### src/rtl/gpio_alias_pkg.sv
package gpio_alias_pkg;

  // Which register an address selects.
  typedef enum logic [1:0] {
    RGN_NONE = 2'd0,
    RGN_DATA = 2'd1,
    RGN_DIR  = 2'd2
  } rgn_e;

endpackage

### src/rtl/gpio_alias_rst.sv
// Reset conditioner: asserts at once, releases after STAGES clean edges.
module gpio_alias_rst #(
  parameter int STAGES = 2
) (
  input  logic clk,
  input  logic rst_n,
  output logic rst_n_sync
);

  logic [STAGES-1:0] chain_q;
  logic [STAGES-1:0] chain_d;

  always_comb begin
    chain_d = {chain_q[STAGES-2:0], 1'b1};
  end

  always_ff @(posedge clk or negedge rst_n) begin
    if (!rst_n) chain_q <= '0;
    else        chain_q <= chain_d;
  end

  assign rst_n_sync = chain_q[STAGES-1];

endmodule

### src/rtl/gpio_alias_decode.sv
// Address decode: region select and per-bit mask from address lines.
module gpio_alias_decode
  import gpio_alias_pkg::*;
#(
  parameter int              NBITS   = 8,
  parameter int              ADDR_W  = 12,
  parameter logic [ADDR_W-1:0] DIR_OFF = 12'h400
) (
  input  logic [ADDR_W-1:0] paddr,
  output rgn_e              rgn,
  output logic [NBITS-1:0]  mask
);

  localparam int WIN_HI = NBITS + 2;   // first address bit above the window

  logic aligned;
  logic in_window;
  logic is_dir;

  assign aligned   = (paddr[1:0] == 2'b00);
  assign in_window = aligned && (paddr[ADDR_W-1:WIN_HI] == '0);
  assign is_dir    = (paddr == DIR_OFF);
  assign mask      = paddr[WIN_HI-1:2];

  always_comb begin
    if (in_window)   rgn = RGN_DATA;
    else if (is_dir) rgn = RGN_DIR;
    else             rgn = RGN_NONE;
  end

endmodule

### src/rtl/gpio_alias_sync.sv
// Multi-flop synchroniser for the input pins.
module gpio_alias_sync #(
  parameter int NBITS  = 8,
  parameter int STAGES = 2
) (
  input  logic             clk,
  input  logic             rst_n,
  input  logic [NBITS-1:0] din,
  output logic [NBITS-1:0] dout
);

  logic [STAGES-1:0][NBITS-1:0] stg_q;
  logic [STAGES-1:0][NBITS-1:0] stg_d;

  always_comb begin
    stg_d = {stg_q[STAGES-2:0], din};
  end

  always_ff @(posedge clk or negedge rst_n) begin
    if (!rst_n) stg_q <= '0;
    else        stg_q <= stg_d;
  end

  assign dout = stg_q[STAGES-1];

endmodule

### src/rtl/gpio_alias_regs.sv
// Output latch with per-bit masked update, and the direction register.
module gpio_alias_regs #(
  parameter int NBITS = 8
) (
  input  logic             clk,
  input  logic             rst_n,
  input  logic             lat_we,
  input  logic             dir_we,
  input  logic [NBITS-1:0] mask,
  input  logic [NBITS-1:0] wdata,
  output logic [NBITS-1:0] lat_q,
  output logic [NBITS-1:0] dir_q
);

  logic [NBITS-1:0] lat_d;
  logic [NBITS-1:0] lat_en;

  // Per-bit enable: only masked bits of a data-window write load.
  for (genvar i = 0; i < NBITS; i++) begin : g_bit
    assign lat_en[i] = lat_we & mask[i];
    assign lat_d[i]  = lat_en[i] ? wdata[i] : lat_q[i];
  end

  always_ff @(posedge clk or negedge rst_n) begin
    if (!rst_n) lat_q <= '0;
    else        lat_q <= lat_d;
  end

  always_ff @(posedge clk or negedge rst_n) begin
    if (!rst_n)      dir_q <= '0;
    else if (dir_we) dir_q <= wdata;
  end

endmodule

### src/rtl/gpio_alias_port.sv
// Address-masked GPIO data port, top level.
module gpio_alias_port
  import gpio_alias_pkg::*;
#(
  parameter int                NBITS   = 8,
  parameter int                ADDR_W  = 12,
  parameter int                DATA_W  = 32,
  parameter int                SYNC_N  = 2,
  parameter logic [ADDR_W-1:0] DIR_OFF = 12'h400
) (
  input  logic              clk,
  input  logic              rst_n,
  input  logic              psel,
  input  logic              penable,
  input  logic              pwrite,
  input  logic [ADDR_W-1:0] paddr,
  input  logic [DATA_W-1:0] pwdata,
  output logic [DATA_W-1:0] prdata,
  input  logic [NBITS-1:0]  pins_in,
  output logic [NBITS-1:0]  pins_out,
  output logic [NBITS-1:0]  pins_oe
);

  logic             rst_n_i;
  rgn_e             rgn;
  logic [NBITS-1:0] mask;
  logic [NBITS-1:0] in_sync;
  logic [NBITS-1:0] lat_q;
  logic [NBITS-1:0] dir_q;
  logic [NBITS-1:0] pin_val;
  logic             wr_acc;
  logic             unused_ok;

  assign unused_ok = ^pwdata[DATA_W-1:NBITS];

  gpio_alias_rst #(.STAGES(2)) u_rst (
    .clk        (clk),
    .rst_n      (rst_n),
    .rst_n_sync (rst_n_i)
  );

  gpio_alias_decode #(.NBITS(NBITS), .ADDR_W(ADDR_W), .DIR_OFF(DIR_OFF)) u_dec (
    .paddr (paddr),
    .rgn   (rgn),
    .mask  (mask)
  );

  gpio_alias_sync #(.NBITS(NBITS), .STAGES(SYNC_N)) u_sync (
    .clk   (clk),
    .rst_n (rst_n_i),
    .din   (pins_in),
    .dout  (in_sync)
  );

  assign wr_acc = psel & penable & pwrite;

  gpio_alias_regs #(.NBITS(NBITS)) u_regs (
    .clk    (clk),
    .rst_n  (rst_n_i),
    .lat_we (wr_acc && (rgn == RGN_DATA)),
    .dir_we (wr_acc && (rgn == RGN_DIR)),
    .mask   (mask),
    .wdata  (pwdata[NBITS-1:0]),
    .lat_q  (lat_q),
    .dir_q  (dir_q)
  );

  // Output bits read their latch, input bits read the synchronised pin.
  assign pin_val = (dir_q & lat_q) | (~dir_q & in_sync);

  always_comb begin
    prdata = '0;
    if (psel && !pwrite) begin
      case (rgn)
        RGN_DATA: prdata[NBITS-1:0] = pin_val & mask;
        RGN_DIR:  prdata[NBITS-1:0] = dir_q;
        default:  prdata = '0;
      endcase
    end
  end

  assign pins_out = lat_q;
  assign pins_oe  = dir_q;

endmodule

### config.mk
export PLATFORM = sky130hd
export DESIGN_NAME = gpio_alias_port
export DESIGN_NICKNAME = d
export VERILOG_FILES = /design/src/rtl/gpio_alias_pkg.sv /design/src/rtl/gpio_alias_rst.sv /design/src/rtl/gpio_alias_decode.sv /design/src/rtl/gpio_alias_sync.sv /design/src/rtl/gpio_alias_regs.sv /design/src/rtl/gpio_alias_port.sv
export SDC_FILE = /design/constraint.sdc
export NUM_CORES = 1
export LEC_CHECK = 0
export BUFFER_PORTS_ARGS = -buffer_cell sky130_fd_sc_hd__buf_2
export CELL_PAD_IN_SITES_DETAIL_PLACEMENT = 0
export CELL_PAD_IN_SITES_GLOBAL_PLACEMENT = 1
export CORE_MARGIN = 5
export CORE_UTILIZATION = 33
export DETAILED_ROUTE_END_ITERATION = 7
export PLACE_DENSITY_LB_ADDON = 0.1
export RECOVER_POWER = 100
export SLEW_MARGIN = 15
export SYNTH_ARGS = -nofsm -noshare
export SYNTH_HDL_FRONTEND = slang
export SYNTH_SLANG_ARGS = --single-unit
### constraint.sdc
create_clock -name clk -period 2 [get_ports clk]
set_clock_uncertainty 0.05 [all_clocks]
set_input_delay 0.2 -clock clk [delete_from_list [all_inputs] [get_ports clk]]
set_output_delay 0.2 -clock clk [all_outputs]
set_load 0.02 [all_outputs]
After elaboration in Yosys (flattened, before gate mapping)

Index checks and enable logic that the tools add are counted.

Add/subtract/negate cells: 0
Multiply operators: 0
Div/mod/pow operators: 0
Magnitude comparators: 0
Equal/unequal tests: 3
Shift-type cells: 0
Multiplexer cells: 4
Bitwise gates (word level): 15
Reductions and logical operators: 7

Operators with widths:

| operator               | count |
|---|---|
| $and A8 B8 Y8          | 3 |
| $pmux W8 S2            | 1 |
| $eq A12 B11 Y1 const B | 1 |
| $and A1 B1 Y1          | 10 |
| $mux W8                | 1 |
| $not A8 Y8             | 1 |
| $or A8 B8 Y8           | 1 |
| $logic_and A1 B1 Y1    | 4 |
| $logic_not A2 Y1       | 2 |
| $mux W2                | 2 |
| $eq A2 B1 Y1 const B   | 1 |
| $eq A2 B2 Y1 const B   | 1 |
| $logic_not A1 Y1       | 1 |

Register bits: 34
Latch bits: 0
Memory bits (writable): 0
ROM bits: 0
Input port bits: 57
Output and inout bits: 48
Memories: 0

Longest topological paths before layout

Gate-level depths: netlist (run 1).

Depth in word-level cells: 6
Gate-level depth with buffers: 5

Hierarchy

A second synthesis (run 1) with hierarchy kept.

Cell total of the unflattened synthesis: 139
Area, all modules: 1682.9 sq um

Modules (own cells, without submodules):

| module            | instances | cells each | area each (sq um) | sequential area each (sq um) |
|---|---|---|---|---|
| gpio_alias_regs   | 1         | 42         | 656.9             | 400.4 |
| gpio_alias_port   | 1         | 63         | 466.7             | 0.0 |
| gpio_alias_sync   | 1         | 16         | 400.4             | 400.4 |
| gpio_alias_decode | 1         | 15         | 105.1             | 0.0 |
| gpio_alias_rst    | 1         | 3          | 53.8              | 50.0 |

Least setup slack after synthesis (run 1)

No wires, ideal clock.

Path type: input to output
Start: input port paddr[7]
End: output port prdata[4]
Arrival time: 1223 ps
Slack: 527 ps
Cell stages on the path: 5
Cells stage by stage: nor4b_2 > and4_1 > buf_6 > nand3b_1 > a21oi_1

Word-level cells in the longest chain between the ends: 6
Elaborated cells on any way between the ends: 7
Those cells by class: 3 x eq/ne; 4 x mux

RTL lines:

| element                                      | RTL line                | text |
|---|---|---|
| from (decl)                                  | gpio_alias_port.sv:16   | `input logic [ADDR_W-1:0] paddr,` |
| $eq A12 B11 Y1 (*)                           | gpio_alias_decode.sv:22 | `assign is_dir = (paddr == DIR_OFF);` |
| $mux W2 (*)                                  | gpio_alias_decode.sv:27 | `else if (is_dir) rgn = RGN_DIR;` |
| $mux W2 (*)                                  | gpio_alias_decode.sv:26 | `if (in_window) rgn = RGN_DATA;` |
| $eq A2 B2 Y1 or $eq A2 B1 Y1 (tied branches) | gpio_alias_port.sv:74   | `case (rgn)` |
| $pmux W8 S2 (*)                              | gpio_alias_port.sv:74   |  |
| $mux W8 (*)                                  | gpio_alias_port.sv:73   | `if (psel && !pwrite) begin` |
| to (decl)                                    | gpio_alias_port.sv:18   | `output logic [DATA_W-1:0] prdata,` |

Mark *: on every way between the ends. The rest lies on a longest branch, timed or not.

Final worst setup path (run 1)

Start: input port paddr[7]
End: output port prdata[1]

Same word-level chain as after synthesis.

==> flow_summary.toml, run 1 <==
[detailed_routing]
avgViaCountPerCell = 4.45
first_pass_iters = 4
routed_wl_um = 3640
ant_nets = 0
drc_errors = 0
num_vias = 1109
wl_per_cell_um = 14.6
drt_first_iter_violations = 50

[placed_design]
post-place-ws_ns = 0.176
hpwl_um = 2780
portBuffers = 56
gp_congestion = 0.760

[sta]
finalHoldViolations = 0
rsz0062_at_grt = "false"
relSlewSlack = 0.471
max_freq_mhz = 556
worst_pin_slew_ns = 0.794
period_share = 0.900
maxSlewViolCount = 0
period_minus_slack_ns = 1.80
timing.final.ws_setup_ns = 0.200
finalSetupTns_ns = 0
finalSetupViolations = 0

[global_routing]
use_met2 = 0.197
grt_max_degree = 33
grt_pass1_wl_um = 5840
use_met3 = 0.0476
top_usage_layer = "met2"
grt_pass1_vias = 1151
grtUsageMet1 = 0.146
antenna_found_initial = 0
grt_use_total = 0.123
grt-ovfl-total = 0

[floorplanning]
rows = 25
die_y_um = 79.3
core_sq_mm = 0.00469
dieArea_sq_mm = 0.00629
start_util = 0.338
die_width_um = 79.3
io_pins = 105

[worst_setup_path]
worstRegToRegCells = 1
path_buf_inv = 3
crit_family = "simple AND/OR/NAND/NOR gates"
cp_num_cells = 7
critPathMaxFanout = 6
worst_ep_arrival_time_ns = 1.55
crit_chain = "buf_2, nor4b_2, and4_1, buf_4, a32oi_1, nor2_1, clkbuf_1"
start_kind = "input pin"
worstPathRequired_ns = 1.75
slowest_stage = "and4_1"
cpPeakStageDelay_ns = 0.31
worstSetupEndpointType = "output port"
critPathKind = "in2out"

[layout]
syn_to_final_growth_pct = 23.5
final_cell_mix = "dfrtp_1, buf_2, clkbuf_1"
fill_cells = 485
antenna_cells = 0
fin_nets = 253
layout_commonest_cell = "dfrtp_1"
drive_gt1_frac = 0.308

[clock_network]
cts_tree = "built"
path_clk_slew_ns = 0.07
cts_sinks = 34
clkLatencyLatePin_ns = 0.28
postCtsSetupBuffers = 0
h-tree-depth = 2
root_buffer = "clkbuf_8"
clock_path_buffers = 2
cts_buffers = 5

[flow_run]
cap_violations = 0

[synth]
ys_seq_elements = 34
synthCells = 122
synth_area_sq_mm = 0.00159
seq_area_frac_synth = 0.536
postSynthAreaPerCell_sq_um = 13.0
synth_cell_types = 20
ys_warn_count = 0

[pwr]
pwr-share-seq = 0.526
pwr-share-clk = 0.351
switching_power_uw = 349
peakVddDrop_v = 0.000302
power_density_mw_per_mm2 = 712
total_power_mw = 1.40
leakage_nw = 0.931
p_sw_frac = 0.250
pwr-share-comb = 0.124
internal_power_mw = 1.05

[status]
status = "finished, final reports clean"

[min_path]
whs_path_depth = 2
holdCritPathClass = "in2reg"
[per-layer routing]
layer	up-vias	routed length [um]
met1	525	1470
li1	522	-
met3	6	361
met4	0	57
met2	56	1750
met5	-	0
[power by group through the flow]
stage               clock network [mW]  logic, mW  registers [mW]
finish                           0.489      0.173           0.733
detailed placement                   0      0.168           0.746
floorplan                            0      0.107           0.769
CTS                              0.514      0.182           0.733
global route                     0.535      0.190           0.738
global placement                     0      0.166           0.745
[cell usage after synthesis, drive strengths merged]
| cell type | count | share of area |
|---|---|---|
| dfrtp | 34 | 0.54 |
| nand2b | 1 | 0.0039 |
| a32oi | 7 | 0.039 |
| nand3 | 2 | 0.0063 |
| a21oi | 1 | 0.0032 |
| nor3b | 1 | 0.0079 |
| buf | 26 | 0.12 |
| nor4 | 1 | 0.013 |
| nor2 | 9 | 0.021 |
| nand2 | 9 | 0.026 |
| conb | 2 | 0.0047 |
| nor3 | 2 | 0.0063 |
| nand3b | 1 | 0.0047 |
| nor4b | 1 | 0.0095 |
| and4 | 1 | 0.0055 |
| mux2 | 24 | 0.19 |
[kinds of logic (layout without fill, tap and decap cells)]
| logic type | Yosys count | count (layout) | share of synthesized area |
|---|---|---|---|
| compound gates | 8 | 8 | 0.0418 |
| buf+inv | 26 | 76 | 0.123 |
| flops | 34 | 34 | 0.536 |
| mux | 24 | 24 | 0.189 |
| other cells | 2 | 25 | 0.00473 |
| simple gates | 28 | 28 | 0.105 |
[repair_timing]
action,in CTS,in global routing
gates resized for setup,0,0
hold endpoints to repair,10,0
endpoints found under the setup margin,0,0
hold buffers,9,0
[per-stage QoR]
step           area [sq um]  hold WS [ns]   util  cells
3_3_place_gp           1860       -0.0653  0.397    234
2_1_floorplan          1670        -0.146      -    145
4_1_cts                2040         0.100  0.434    249
5_1_grt                1960        0.0880  0.418    249
3_5_place_dp           1860       -0.0636  0.397    234
6_report               1960        0.0974  0.418    249
[registers in the layout, indices dropped and copies added, names as in the netlist]
register       flops
u_sync.stg_d       8
u_sync.dout        8
u_regs.dir_q       8
u_regs.lat_q       8
u_rst.chain_q      2
[layout make-up]
cell class | count | area [sq um] | area share
multi-input cells | 85 | 592 | 0.302
clock buffers | 6 | 82.6 | 0.0421
well taps | 54 | 67.6 | 0.0345
flip-flops and latches | 34 | 851 | 0.434
repair buffers | 70 | 367 | 0.187
[worst paths after layout]
check	from	endpoint	slack, ns
max	paddr[7]	prdata[1]	0.20
min	pwdata[1]	u_regs.dir_q[1]$_DFFE_PN0P_	0.1
max reg2reg	u_rst.chain_q[1]$_DFF_PN0_	u_sync.stg_d[15]$_DFF_PN0_	1.04
min reg2reg	u_sync.stg_d[15]$_DFF_PN0_	u_sync.dout[7]$_DFF_PN0_	0.30
max in group asynchronous	u_rst.chain_q[1]$_DFF_PN0_	u_sync.stg_d[15]$_DFF_PN0_	1.04
min in group asynchronous	rst_n	u_rst.chain_q[0]$_DFF_PN0_	0.18
Power figures use the tool's default switching activity.
==> run 2: changes to the inputs <==
Settings changed: MAX_ROUTING_LAYER set to met4.
==> run 2 against run 1 <==
Global-route usage increased by 0.33 points. Utilization unchanged. Fmax about the same. Routed wire length increased by 0.30%. Sequential share of layout area unchanged. Power about the same. Hold slack about the same. Sequential power about the same. Clock power about the same. Via count increased by 0.36%. Design area unchanged. First-iteration DRC count unchanged. Largest cell class unchanged. Highest routed layer unchanged.
==> flow_summary.toml, run 2 (synthesized netlist as in run 1, its figures left out) <==
[status]
status = "finished, final reports clean"

[sta]
finalHoldViolations = 0
finalSetupTns_ns = 0
max_freq_mhz = 556
rsz0062_at_grt = "false"
timing.final.ws_setup_ns = 0.200
worst_pin_slew_ns = 0.795
finalSetupViolations = 0
relSlewSlack = 0.470
period_minus_slack_ns = 1.80
period_share = 0.900
maxSlewViolCount = 0
timing.hold.ws_ns = 0.0976

[layout]
layout_commonest_cell = "dfrtp_1"
syn_to_final_growth_pct = 23.5
final_cell_mix = "dfrtp_1, buf_2, clkbuf_1"
fin_nets = 253
antenna_cells = 0
drive_gt1_frac = 0.308
finish.utilization = 0.418

[global_routing]
grt_max_degree = 33
grt-ovfl-total = 0
grt_use_total = 0.126
grt_pass1_wl_um = 5840
grt_pass1_vias = 1151
antenna_found_initial = 0

[min_path]
whs_endpoint = "u_regs.dir_q[1]$_DFFE_PN0P_"
holdCritPathClass = "in2reg"
whs_path_depth = 2
worstHoldStart = "pwdata[1]"

[detailed_routing]
drt_first_iter_violations = 50
avgViaCountPerCell = 4.47
ant_nets = 0
first_pass_iters = 4
wl_per_cell_um = 14.7
routed_wl_um = 3650
num_vias = 1113
drc_errors = 0

[clock_network]
root_buffer = "clkbuf_8"
cts_sinks = 34
path_clk_slew_ns = 0.07
h-tree-depth = 2
clock_path_buffers = 2
cts_tree = "built"
clkLatencyLatePin_ns = 0.28
cts_resized = 0
cts_buffers = 5

[placed_design]
post-place-ws_ns = 0.176
hpwl_um = 2780
portBuffers = 56
gp_congestion = 0.770

[worst_setup_path]
worstRegToRegCells = 1
worstSetupEndpointType = "output port"
worst_ep_arrival_time_ns = 1.55
worstPathRequired_ns = 1.75
r2r_start = "u_rst.chain_q[1]$_DFF_PN0_"
timing.rr.end = "u_sync.stg_d[15]$_DFF_PN0_"
critPathMaxFanout = 6
worstSetupStartpoint = "paddr[7]"
critPathKind = "in2out"
start_kind = "input pin"
ff2ff_setup_slack_ns = 1.03

[floorplanning]
rows = 25
start_util = 0.338
core_sq_mm = 0.00469
dieArea_sq_mm = 0.00629
die_width_um = 79.3
io_pins = 105
die_y_um = 79.3

[pwr]
leakage_nw = 0.931
peakVddDrop_v = 0.000302
total_power_mw = 1.40
power_density_mw_per_mm2 = 712

[flow_run]
cap_violations = 0
-- run 2: cell counts in the layout (fill, tap and decap cells not counted) --
Identical to the previous run, type by type.
-- run 2: how the worst max path moves through the flow --
stage | endpoint | slack [ns] | cells after the start
3_3_place_gp | u_regs.dir_q[4]$_DFFE_PN0P_ | 0.21 | 6
6_report | prdata[1] | 0.20 | 7
2_1_floorplan | prdata[4] | 0.53 | 5
4_1_cts | prdata[1] | 0.20 | 7
5_1_grt | prdata[1] | 0.08 | 7
3_5_place_dp | u_regs.dir_q[5]$_DFFE_PN0P_ | 0.18 | 6
-- run 2: routing by layer --
metal	GRT usage	wire length, um	vias up
met5	-	0	-
met4	0.0515	59	0
met3	0.0431	333	6
met2	0.197	1750	56
met1	0.149	1500	530
li1	-	-	521
-- run 2: stage by stage --
stage                     area [sq um]  instances
after floorplan                   1670        145
after global placement            1860        234
after detailed placement          1860        234
after CTS                         2040        249
after global routing              1960        249
final                             1960        249
-- run 2: what timing repair did --
item	in CTS	in global routing
setup buffers	0	0
hold buffers	9	0
endpoints found under the hold margin	10	0
-- run 2: layout make-up --
cell class / count / area [sq um]
fillers: 485 / 2730
flip-flops and latches: 34 / 851
multi-input cells: 85 / 592
repair buffers: 70 / 367
clock buffers: 6 / 82.6
well taps: 54 / 67.6
-- run 2: where the power goes --
part | leakage [nW] | internal (mW) | switching (mW)
combinational | 0.458 | 0.0610 | 0.112
sequential | 0.430 | 0.720 | 0.0138
clock | 0.0431 | 0.265 | 0.224
-- run 2: worst max-delay path: stages --
cell and delay, ns:
buf_2 0.12, nor4b_2 0.29, and4_1 0.31, buf_4 0.19, a32oi_1 0.06, nor2_1 0.14
clkbuf_1 0.25
==> run 3: changes to the inputs <==
--- a/config.mk
+++ b/config.mk
@@ -10,2 +10,3 @@
 export CELL_PAD_IN_SITES_GLOBAL_PLACEMENT = 1
+export CORE_ASPECT_RATIO = 1.4
 export CORE_MARGIN = 5
--- a/constraint.sdc
+++ b/constraint.sdc
@@ -4,2 +4,2 @@
 set_output_delay 0.2 -clock clk [all_outputs]
-set_load 0.02 [all_outputs]
+set_load 0.005 [all_outputs]
==> run 3 against run 2 <==
Sequential cell count stayed put. Power is 2.0% lower. Combinational power fell by 27%. Non-clock buffer count stayed put. Routed wire length grew 0.99%. Hold slack hardly changed. First-iteration DRC count down 32%. Cell count increased by 4.8%. Via count down 0.36%. Fmax up 2.2%. Clock power increased by 3%. Register-to-register slack got worse by 0.16 ns.
==> flow_summary.toml, run 3 (synthesized netlist as in run 1, its figures left out) <==
[placed_design]
portBuffers = 56
hpwl_um = 2880
gp_congestion = 0.749
dp_cells = 244
dpl_cell_area_sq_mm = 0.00188

[flow_run]
cap_violations = 0

[status]
status = "finished, final reports clean"

[global_routing]
grt_pass1_vias = 1198
grt_use_total = 0.129
grt_pass1_wl_um = 5980
antenna_found_initial = 0
grt_max_degree = 21
grt-ovfl-total = 0

[sta]
finalHoldViolations = 0
period_minus_slack_ns = 1.76
max_freq_mhz = 568
period_share = 0.880
finalSetupTns_ns = 0
relSlewSlack = 0.624
worst_pin_slew_ns = 0.563
maxSlewViolCount = 0
finalSetupViolations = 0
rsz0062_at_grt = "false"
timing.hold.ws_ns = 0.0979

[layout]
layout_commonest_cell = "buf_2"
fin_nets = 253
area.sequential_sq_um = 851
syn_to_final_growth_pct = 25.1
stdcell_area_sq_mm = 0.00198
final_cells = 261
antenna_cells = 0
drive_gt1_frac = 0.335
multi_input_area_sq_um = 588
fill_cells = 515
final_cell_mix = "buf_2, dfrtp_1, conb_1"

[clock_network]
clkLatencyLatePin_ns = 0.27
clock_path_buffers = 2
cts_tree = "built"
root_buffer = "clkbuf_8"
h-tree-depth = 2
cts_resized = 0
path_clk_slew_ns = 0.07
cts_buffers = 5
hold_buffers = 9
postCtsSetupBuffers = 0
cts_sinks = 34

[detailed_routing]
drc_errors = 0
num_vias = 1109
routed_wl_um = 3690
avgViaCountPerCell = 4.25
ant_nets = 0
drt_first_iter_violations = 34
wl_per_cell_um = 14.1
first_pass_iters = 4

[worst_setup_path]
slowest_stage = "and4_1"
start_kind = "input pin"
worstSetupEndpointType = "output port"
worst_ep_arrival_time_ns = 1.51
crit_chain = "clkbuf_1, nor3_1, and4_1, clkbuf_1, a32oi_1, nor2_1, clkbuf_1"
crit_top_cell = "clkbuf_1"
worstPathRequired_ns = 1.75
critPathKind = "in2out"
cpPeakStageDelay_ns = 0.38
critPathMaxFanout = 6
ff2ff_setup_slack_ns = 0.87

[pwr]
p_sw_frac = 0.226
total_power_mw = 1.37
power_density_mw_per_mm2 = 689
internal_power_mw = 1.06
pwr-share-clk = 0.368
leakage_nw = 0.960
pwr-share-comb = 0.092
peakVddDrop_v = 0.000491
switching_power_uw = 309
pwr-share-seq = 0.540

[floorplanning]
rows = 30
dieArea_sq_mm = 0.00631
io_pins = 105
start_util = 0.333
core_sq_mm = 0.00477
die_y_um = 92.0
die_width_um = 68.6

[min_path]
holdCritPathClass = "in2reg"
-- run 3: changes by cell type in the layout (fill, tap and decap cells not counted), sizes merged --
| cell | previous run | this run |
|---|---|---|
| clkbuf | 34 | 29 |
| clkinv | 0 | 1 |
| buf | 33 | 39 |
-- run 3: power by group through the flow --
stage / Clock (mW) / Combinational, mW / Sequential [mW]
floorplan: 0 / 0.0750 / 0.753
global route: 0.548 / 0.142 / 0.744
detailed placement: 0 / 0.118 / 0.752
global placement: 0 / 0.115 / 0.750
CTS: 0.522 / 0.132 / 0.739
finish: 0.504 / 0.126 / 0.739
-- run 3: path summary, 6_finish.rpt --
kind                                                  from                     endpoint  cells past startpoint
worst max-delay path                             paddr[11]                    prdata[3]                      7
min in group asynchronous       u_rst.chain_q[1]$_DFF_PN0_  u_regs.dir_q[5]$_DFFE_PN0P_                      0
max in group asynchronous       u_rst.chain_q[1]$_DFF_PN0_     u_sync.dout[0]$_DFF_PN0_                      1
worst max register to register  u_rst.chain_q[1]$_DFF_PN0_     u_sync.dout[0]$_DFF_PN0_                      1
worst min register to register  u_rst.chain_q[1]$_DFF_PN0_  u_regs.dir_q[5]$_DFFE_PN0P_                      0
worst min-delay path                             pwdata[5]  u_regs.dir_q[5]$_DFFE_PN0P_                      2
-- run 3: metal layers --
layer / GRT usage / part of all wire
met2: 0.206 / 0.51
met5: - / 0
met3: 0.0294 / 0.075
met4: 0.0398 / 0.0084
met1: 0.159 / 0.41
-- run 3: area by class of cell --
class | count | area share
sequential | 34 | 0.429
multi-input combinational | 85 | 0.296
timing repair buffer | 70 | 0.189
clock buffer | 7 | 0.0435
tap | 64 | 0.0404
clock inverter | 1 | 0.00252
-- run 3: critical path, delay by kind of cell --
family | cells | cell delay [ns]
AND/OR/NAND/NOR | 3 | 0.78
buffers and inverters | 3 | 0.45
AO/OA/AOI/OAI | 1 | 0.07
-- run 3: through the flow --
step | setup WS, ns | utilization
6_report | 0.239 | 0.416
5_1_grt | 0.141 | 0.416
4_1_cts | 0.229 | 0.431
3_5_place_dp | 0.235 | 0.393
3_3_place_gp | 0.234 | 0.393
2_1_floorplan | 0.597 | -
